[config.mk]
export PLATFORM = sky130hd
export DESIGN_NAME = i2c_ctrl_regbank
export DESIGN_NICKNAME = d
export VERILOG_FILES = /design/src/rtl/i2c_rb_pkg.sv /design/src/rtl/i2c_rb_sync.sv /design/src/rtl/i2c_rb_link.sv /design/src/rtl/i2c_rb_regs.sv /design/src/rtl/i2c_ctrl_regbank.sv
export SDC_FILE = /design/constraint.sdc
export NUM_CORES = 1
export LEC_CHECK = 0
export BUFFER_PORTS_ARGS = -buffer_cell sky130_fd_sc_hd__buf_2
export CAP_MARGIN = 30
export CORE_ASPECT_RATIO = 1.5
export CORE_MARGIN = 4
export CORE_UTILIZATION = 45
export DETAILED_ROUTE_END_ITERATION = 8
export PLACE_DENSITY = 0.76
export SYNTH_ARGS = -nofsm -noshare
export SYNTH_HDL_FRONTEND = slang
export SYNTH_SLANG_ARGS = --single-unit
[constraint.sdc]
create_clock -name clk -period 1.5 [get_ports clk]
set_input_delay 0.3 -clock clk [delete_from_list [all_inputs] [get_ports clk]]
set_output_delay 0.3 -clock clk [all_outputs]
set_load 0.02 [all_outputs]
[src/rtl/i2c_rb_pkg.sv]
// Shared constants and types for the write-only serial register receiver.
// Assumes a single data byte per frame: 3-bit select plus 5-bit payload.
package i2c_rb_pkg;
    localparam int NUM_REGS  = 5;
    localparam int PAYLOAD_W = 5;
    localparam int SEL_W     = 3;
    localparam int BYTE_W    = PAYLOAD_W + SEL_W;
    localparam int ADDR_W    = 7;

    // Select codes, indexed by strobe bit position: mode, diag, mask, vol1, vol2
    localparam logic [SEL_W-1:0] REG_SEL [NUM_REGS] = '{3'b000, 3'b001, 3'b010, 3'b101, 3'b100};

    typedef enum logic [2:0] {
        LK_IDLE,
        LK_ADDR,
        LK_ADDR_END,
        LK_ADDR_ACK,
        LK_DATA,
        LK_DATA_END,
        LK_DATA_ACK,
        LK_WAIT
    } link_state_e;
endpackage

[src/rtl/i2c_rb_sync.sv]
// Two-flop synchronizer for asynchronous bus lines.
// Assumes lines idle high; reset value is a parameter.
module i2c_rb_sync #(
    parameter int         W       = 2,
    parameter logic [W-1:0] RST_VAL = '1
) (
    input  logic         clk,
    input  logic         rst_n,
    input  logic [W-1:0] d_i,
    output logic [W-1:0] q_o
);
    logic [W-1:0] meta_r;

    // Two flop stages per line
    always_ff @(posedge clk) begin
        if (!rst_n) begin
            meta_r <= RST_VAL;
            q_o    <= RST_VAL;
        end else begin
            meta_r <= d_i;
            q_o    <= meta_r;
        end
    end
endmodule

[src/rtl/i2c_rb_link.sv]
// Bus framing: START/STOP detection, byte shifting, address match and
// acknowledge control. Emits one pulse with the first data byte of a frame.
// Assumes synchronized line inputs; the clock line is never stretched.
module i2c_rb_link
    import i2c_rb_pkg::*;
#(
    parameter logic [ADDR_W-2:0] DEV_ADDR_HI = 6'b111110
) (
    input  logic              clk,
    input  logic              rst_n,
    input  logic              scl_s,
    input  logic              sda_s,
    input  logic              addr_sel,
    output logic              sda_oe,
    output logic              byte_vld,
    output logic [BYTE_W-1:0] byte_q
);
    localparam int CNT_W = $clog2(BYTE_W);

    link_state_e       state;
    logic              scl_p, sda_p;
    logic [CNT_W-1:0]  bit_cnt;
    logic [BYTE_W-1:0] shreg;

    logic scl_rise, scl_fall, start_det, stop_det, addr_hit;

    // Line events from current and previous synchronized samples
    always_comb begin
        scl_rise  = scl_s & ~scl_p;
        scl_fall  = ~scl_s & scl_p;
        start_det = scl_s & scl_p & sda_p & ~sda_s;
        stop_det  = scl_s & scl_p & ~sda_p & sda_s;
        addr_hit  = (shreg[BYTE_W-1:1] == {DEV_ADDR_HI, addr_sel}) && !shreg[0];
    end

    // Frame state machine, shift register and acknowledge driver
    always_ff @(posedge clk) begin
        if (!rst_n) begin
            state    <= LK_IDLE;
            scl_p    <= 1'b1;
            sda_p    <= 1'b1;
            bit_cnt  <= '0;
            shreg    <= '0;
            sda_oe   <= 1'b0;
            byte_vld <= 1'b0;
            byte_q   <= '0;
        end else begin
            scl_p    <= scl_s;
            sda_p    <= sda_s;
            byte_vld <= 1'b0;
            if (start_det) begin
                state   <= LK_ADDR;
                bit_cnt <= '0;
                sda_oe  <= 1'b0;
            end else if (stop_det) begin
                state  <= LK_IDLE;
                sda_oe <= 1'b0;
            end else begin
                case (state)
                    LK_ADDR, LK_DATA: begin
                        if (scl_rise) begin
                            shreg   <= {shreg[BYTE_W-2:0], sda_s};
                            bit_cnt <= bit_cnt + 1'b1;
                            if (bit_cnt == CNT_W'(BYTE_W - 1))
                                state <= (state == LK_ADDR) ? LK_ADDR_END : LK_DATA_END;
                        end
                    end
                    LK_ADDR_END: begin
                        if (scl_fall) begin
                            if (addr_hit) begin
                                sda_oe <= 1'b1;
                                state  <= LK_ADDR_ACK;
                            end else begin
                                state <= LK_WAIT;
                            end
                        end
                    end
                    LK_ADDR_ACK: begin
                        if (scl_fall) begin
                            sda_oe  <= 1'b0;
                            bit_cnt <= '0;
                            state   <= LK_DATA;
                        end
                    end
                    LK_DATA_END: begin
                        if (scl_fall) begin
                            sda_oe   <= 1'b1;
                            byte_vld <= 1'b1;
                            byte_q   <= shreg;
                            state    <= LK_DATA_ACK;
                        end
                    end
                    LK_DATA_ACK: begin
                        if (scl_fall) begin
                            sda_oe <= 1'b0;
                            state  <= LK_WAIT;
                        end
                    end
                    default: ;
                endcase
            end
        end
    end

    // an address acknowledge never follows a read request
    assert_no_read_ack_R2: assert property (@(posedge clk) disable iff (!rst_n)
        (state == LK_ADDR_ACK && $past(state) == LK_ADDR_END) |-> !shreg[0]);

    // the acknowledge driver only engages while the clock line is low
    assert_ack_scl_low_R4: assert property (@(posedge clk) disable iff (!rst_n)
        $rose(sda_oe) |-> !scl_s);

    // a data byte is delivered only on entry into the data acknowledge
    assert_one_byte_R7: assert property (@(posedge clk) disable iff (!rst_n)
        byte_vld |-> state == LK_DATA_ACK);
endmodule

[src/rtl/i2c_rb_regs.sv]
// Register bank: decodes the select field, holds writes during the
// power-up self-test window and drives per-register update strobes.
// Assumes byte_vld is a single-cycle pulse.
module i2c_rb_regs
    import i2c_rb_pkg::*;
(
    input  logic                                 clk,
    input  logic                                 rst_n,
    input  logic                                 init_busy,
    input  logic                                 byte_vld,
    input  logic [BYTE_W-1:0]                    byte_d,
    output logic [NUM_REGS-1:0][PAYLOAD_W-1:0]   reg_q,
    output logic [NUM_REGS-1:0]                  wr_stb
);
    logic [SEL_W-1:0]     sel;
    logic [PAYLOAD_W-1:0] payload;

    // Split the received byte into select and payload fields
    always_comb begin
        sel     = byte_d[BYTE_W-1:PAYLOAD_W];
        payload = byte_d[PAYLOAD_W-1:0];
    end

    for (genvar gi = 0; gi < NUM_REGS; gi++) begin : g_reg
        logic                 hit;
        logic                 pend_r;
        logic [PAYLOAD_W-1:0] pend_val_r;
        logic [PAYLOAD_W-1:0] val_r;
        logic                 stb_r;

        // Decode the select field for this register
        always_comb hit = byte_vld && (sel == REG_SEL[gi]);

        // Apply, hold or flush a write for this register
        always_ff @(posedge clk) begin
            if (!rst_n) begin
                pend_r     <= 1'b0;
                pend_val_r <= '0;
                val_r      <= '0;
                stb_r      <= 1'b0;
            end else begin
                stb_r <= 1'b0;
                if (init_busy) begin
                    if (hit) begin
                        pend_r     <= 1'b1;
                        pend_val_r <= payload;
                    end
                end else if (hit) begin
                    val_r  <= payload;
                    stb_r  <= 1'b1;
                    pend_r <= 1'b0;
                end else if (pend_r) begin
                    val_r  <= pend_val_r;
                    stb_r  <= 1'b1;
                    pend_r <= 1'b0;
                end
            end
        end

        assign reg_q[gi]  = val_r;
        assign wr_stb[gi] = stb_r;
    end

    // no register update while the self-test window is open
    assert_hold_busy_R8: assert property (@(posedge clk) disable iff (!rst_n)
        init_busy |=> wr_stb == '0);

    // a register value moves only together with its strobe
    assert_stable_no_stb_R5: assert property (@(posedge clk) disable iff (!rst_n)
        (wr_stb == '0) |-> $stable(reg_q));
endmodule

[src/rtl/i2c_ctrl_regbank.sv]
// Top level of the write-only serial control register receiver.
// Assumes the system clock is at least 20x the bus clock rate.
module i2c_ctrl_regbank
    import i2c_rb_pkg::*;
(
    input  logic       clk,
    input  logic       rst_n,
    input  logic       scl_i,
    input  logic       sda_i,
    output logic       sda_oe,
    input  logic       addr_sel,
    input  logic       init_busy,
    output logic [4:0] mode_q,
    output logic [4:0] diag_q,
    output logic [4:0] fmask_q,
    output logic [4:0] vol1_q,
    output logic [4:0] vol2_q,
    output logic [4:0] wr_stb
);
    logic [1:0]                            line_s;
    logic                                  byte_vld;
    logic [BYTE_W-1:0]                     byte_q;
    logic [NUM_REGS-1:0][PAYLOAD_W-1:0]    reg_q;

    i2c_rb_sync #(.W(2), .RST_VAL(2'b11)) sync_i (
        .clk   (clk),
        .rst_n (rst_n),
        .d_i   ({scl_i, sda_i}),
        .q_o   (line_s)
    );

    i2c_rb_link #(.DEV_ADDR_HI(6'b111110)) link_i (
        .clk      (clk),
        .rst_n    (rst_n),
        .scl_s    (line_s[1]),
        .sda_s    (line_s[0]),
        .addr_sel (addr_sel),
        .sda_oe   (sda_oe),
        .byte_vld (byte_vld),
        .byte_q   (byte_q)
    );

    i2c_rb_regs regs_i (
        .clk       (clk),
        .rst_n     (rst_n),
        .init_busy (init_busy),
        .byte_vld  (byte_vld),
        .byte_d    (byte_q),
        .reg_q     (reg_q),
        .wr_stb    (wr_stb)
    );

    // Unpack register outputs in strobe order
    always_comb begin
        mode_q  = reg_q[0];
        diag_q  = reg_q[1];
        fmask_q = reg_q[2];
        vol1_q  = reg_q[3];
        vol2_q  = reg_q[4];
    end
endmodule

==> impl_metrics.tcl <==
set metrics [dict create \
    dp_hpwl_mm 6.14 \
    status "finished with violations" \
    diodes 0 \
    path_class "flop to flop" \
    cp.arrival_ps 1800 \
    viasPerCell 5.46 \
    cts_buffers 9 \
    tightestPinTransition_ps 430 \
    dr_wl_met2_mm 4.74 \
    post-place-ws_ps -88.8 \
    ir_drop_v 0.000668 \
    synth_top_flop_cell "dfxtp_1" \
    p_switching_mw 0.995 \
    yosys_register_bits 90 \
    min_path_type "primary input to flop" \
    clk_path_buf_depth 2 \
    async_flop_share 0 \
    syn_area_um2 3740 \
    p_clk_frac 0.491 \
    htreeDepth 3 \
    top_layer_used "met4" \
    grt_pass1_wl_mm 14.4 \
    syn_nets 432 \
    max_freq_mhz 660 \
    holdWs_ps 139 \
    die-area_um2 9860 \
    grt_util_all_layers 0.191 \
    core_area_um2 8060 \
    synth.top_cells.by_count "dfxtp_1, a21oi_1, nand2_1, nor2_1, nand3_1" \
    finalSetupViolations 4 \
    max_cap_viol_count 0 \
    yosysTopAreaCell "dfxtp_1" \
    power_switching_share 0.200 \
    yosysWarningCount 0 \
    synth.most_common_cell "dfxtp_1" \
    io_buffers 36 \
    syn_area_per_cell_um2 8.82 \
    power_density_nw_per_um2 1020 \
    grt_remaining_overflow 0 \
    grt_pass1_vias 3062 \
    syn2layout_area_growth_pct 31.2 \
    floorplan.initialDensity 0.464 \
    drcViolationCount 0 \
    finalCritPeriodShare 1.01 \
    seq_area_um2 1820 \
    num_io_pins 37 \
    leakagePower_nw 1.96 \
    rows 40 \
    intPower_mw 3.99 \
    multiInputGateArea_um2 1870 \
    endpoint_kind "flop" \
    clk_latency_ps 340 \
    grt_start_max_net_pins 33 \
    route.layer.met1.wl_mm 3.69 \
    synthTopCellsByArea "dfxtp_1, a21oi_1, nand2_1" \
    clk_transition_reported_paths_ps 60 \
    cts_tree "built" \
    post-route-min-period_ps 1520 \
    hold_viol 0 \
    wl_met3_um 321 \
    finalClockSkew_ps 7.63 \
    antenna_found_initial 0 \
    ant_nets 0 \
    drt-wirelength-per-cell_um 15.2 \
    p_seq_frac 0.482 \
    die_w_um 82.4 \
    power_mw 4.99 \
    synthDistinctLibCells 48 \
    clock_sinks 90 \
    fin_util 0.609 \
    start_kind "flop" \
    slew_violations 0 \
    syn-instance-count 424 \
    synth-edff-count 0 \
    die_h_um 120 \
    slew_headroom 0.711 \
    drt_wl_total_mm 9.15 \
    setup_ws_ps -15.8 \
    drive_gt1_frac 0.313 \
    initialDrtViolationCount 219 \
    crit_fanout 8 \
    yosys.area.top_type_share 0.482 \
    cts-root-buf "clkbuf_16" \
    comb_power_share 0.027 \
    violations "negative setup slack" \
    routabilityCongestion 0.865 \
    fill_cells 634 \
    vias 3290 \
    first_pass_iters 4 \
    layout.nets 501 \
    rsz0062_at_grt "yes" \
    seq_area_frac_synth 0.482 \
    crit_required_ps 1790 \
]
[layout make-up]
class,instances,area share
clock buffers,12,0.0523
flip-flops and latches,90,0.370
clock inverters,4,0.0150
inverters,16,0.0122
repair buffers,91,0.143
well taps,105,0.0268
multi-input cells,285,0.381
[cells by family (layout without fill, tap and decap cells)]
family,count (synthesis),after routing,synth area share
AND/OR/NAND/NOR,173,173,0.240
AO/OA/AOI/OAI,99,99,0.181
flip-flops,90,90,0.482
buffers and inverters,49,123,0.0616
multiplexers,8,8,0.0214
XOR/XNOR,3,3,0.00703
adder cells (fa/ha/maj),2,2,0.00669
[path summary, 6_finish.rpt]
check | from | to | slack [ps] | cells after the start
setup / recovery | link_i.byte_q[5] | regs_i.g_reg[2].val_r[2] | -20 | 7
hold / removal | sda_i | sync_i.meta_r[0] | 140 | 2
setup reg to reg | link_i.byte_q[5] | regs_i.g_reg[2].val_r[2] | -20 | 7
hold reg to reg | sync_i.meta_r[1] | sync_i.q_o[1] | 410 | 1
[per-layer routing]
metal,vias up,global-route usage
met4,0,0.103
met3,27,0.0518
met1,1568,0.210
met2,71,0.322
met5,-,0
li1,1624,-
[power by group through the flow]
stage / combinational, mW / sequential (mW) / clock (mW)
6_report: 0.136 / 2.40 / 2.45
5_1_grt: 0.147 / 2.40 / 2.58
4_1_cts: 0.129 / 2.40 / 2.48
3_5_place_dp: 0.128 / 2.46 / 0
3_3_place_gp: 0.125 / 2.46 / 0
2_1_floorplan: 0.0824 / 2.46 / 0
[registers in the layout, summed over array words and instances (netlist names)]
signal	flops
regs_i.g.pend_val_r	25
regs_i.g.val_r	25
link_i.byte_q	8
link_i.shreg	8
regs_i.g.pend_r	5
regs_i.g.stb_r	5
link_i.bit_cnt	3
link_i.state	3
sync_i.meta_r	2
sync_i.q_o	2
link_i.byte_vld	1
link_i.scl_p	1
link_i.sda_oe	1
link_i.sda_p	1
[critical path: stages (launching register included)]
cell and delay [ps]:
dfxtp_4 360, buf_4 140, nor4bb_4 270, buf_6 180, buf_6 100, nor3b_1 40
a21oi_1 160, o221a_1 210
[timing repair]
action / CTS / global route
setup endpoints to repair: 22 / 53
cloned: 2 / 0
setup buffers: 12 / 4
gates resized for setup: 24 / 30
hold buffers: 0 / 0
pin swaps: 9 / 14
[through the flow]
step	instances	area [um2]	TNS (ps)
2_1_floorplan	424	3740	0
3_3_place_gp	569	4200	-27.8
3_5_place_dp	569	4200	-482
4_1_cts	599	4760	-33.4
5_1_grt	603	4910	-1520
6_report	603	4910	-28.8
[layout by cell type, fill, tap and decap left out, types with 12 or more instances in the layout]
master and count:
dfxtp_1 82, nand2_1 49, a21oi_1 48, buf_4 42
nor2_1 38, buf_2 36, nand3_1 19, o221a_1 17
inv_1 16, nor3b_1 12
Note: power is estimated with default switching activity, not from simulation.
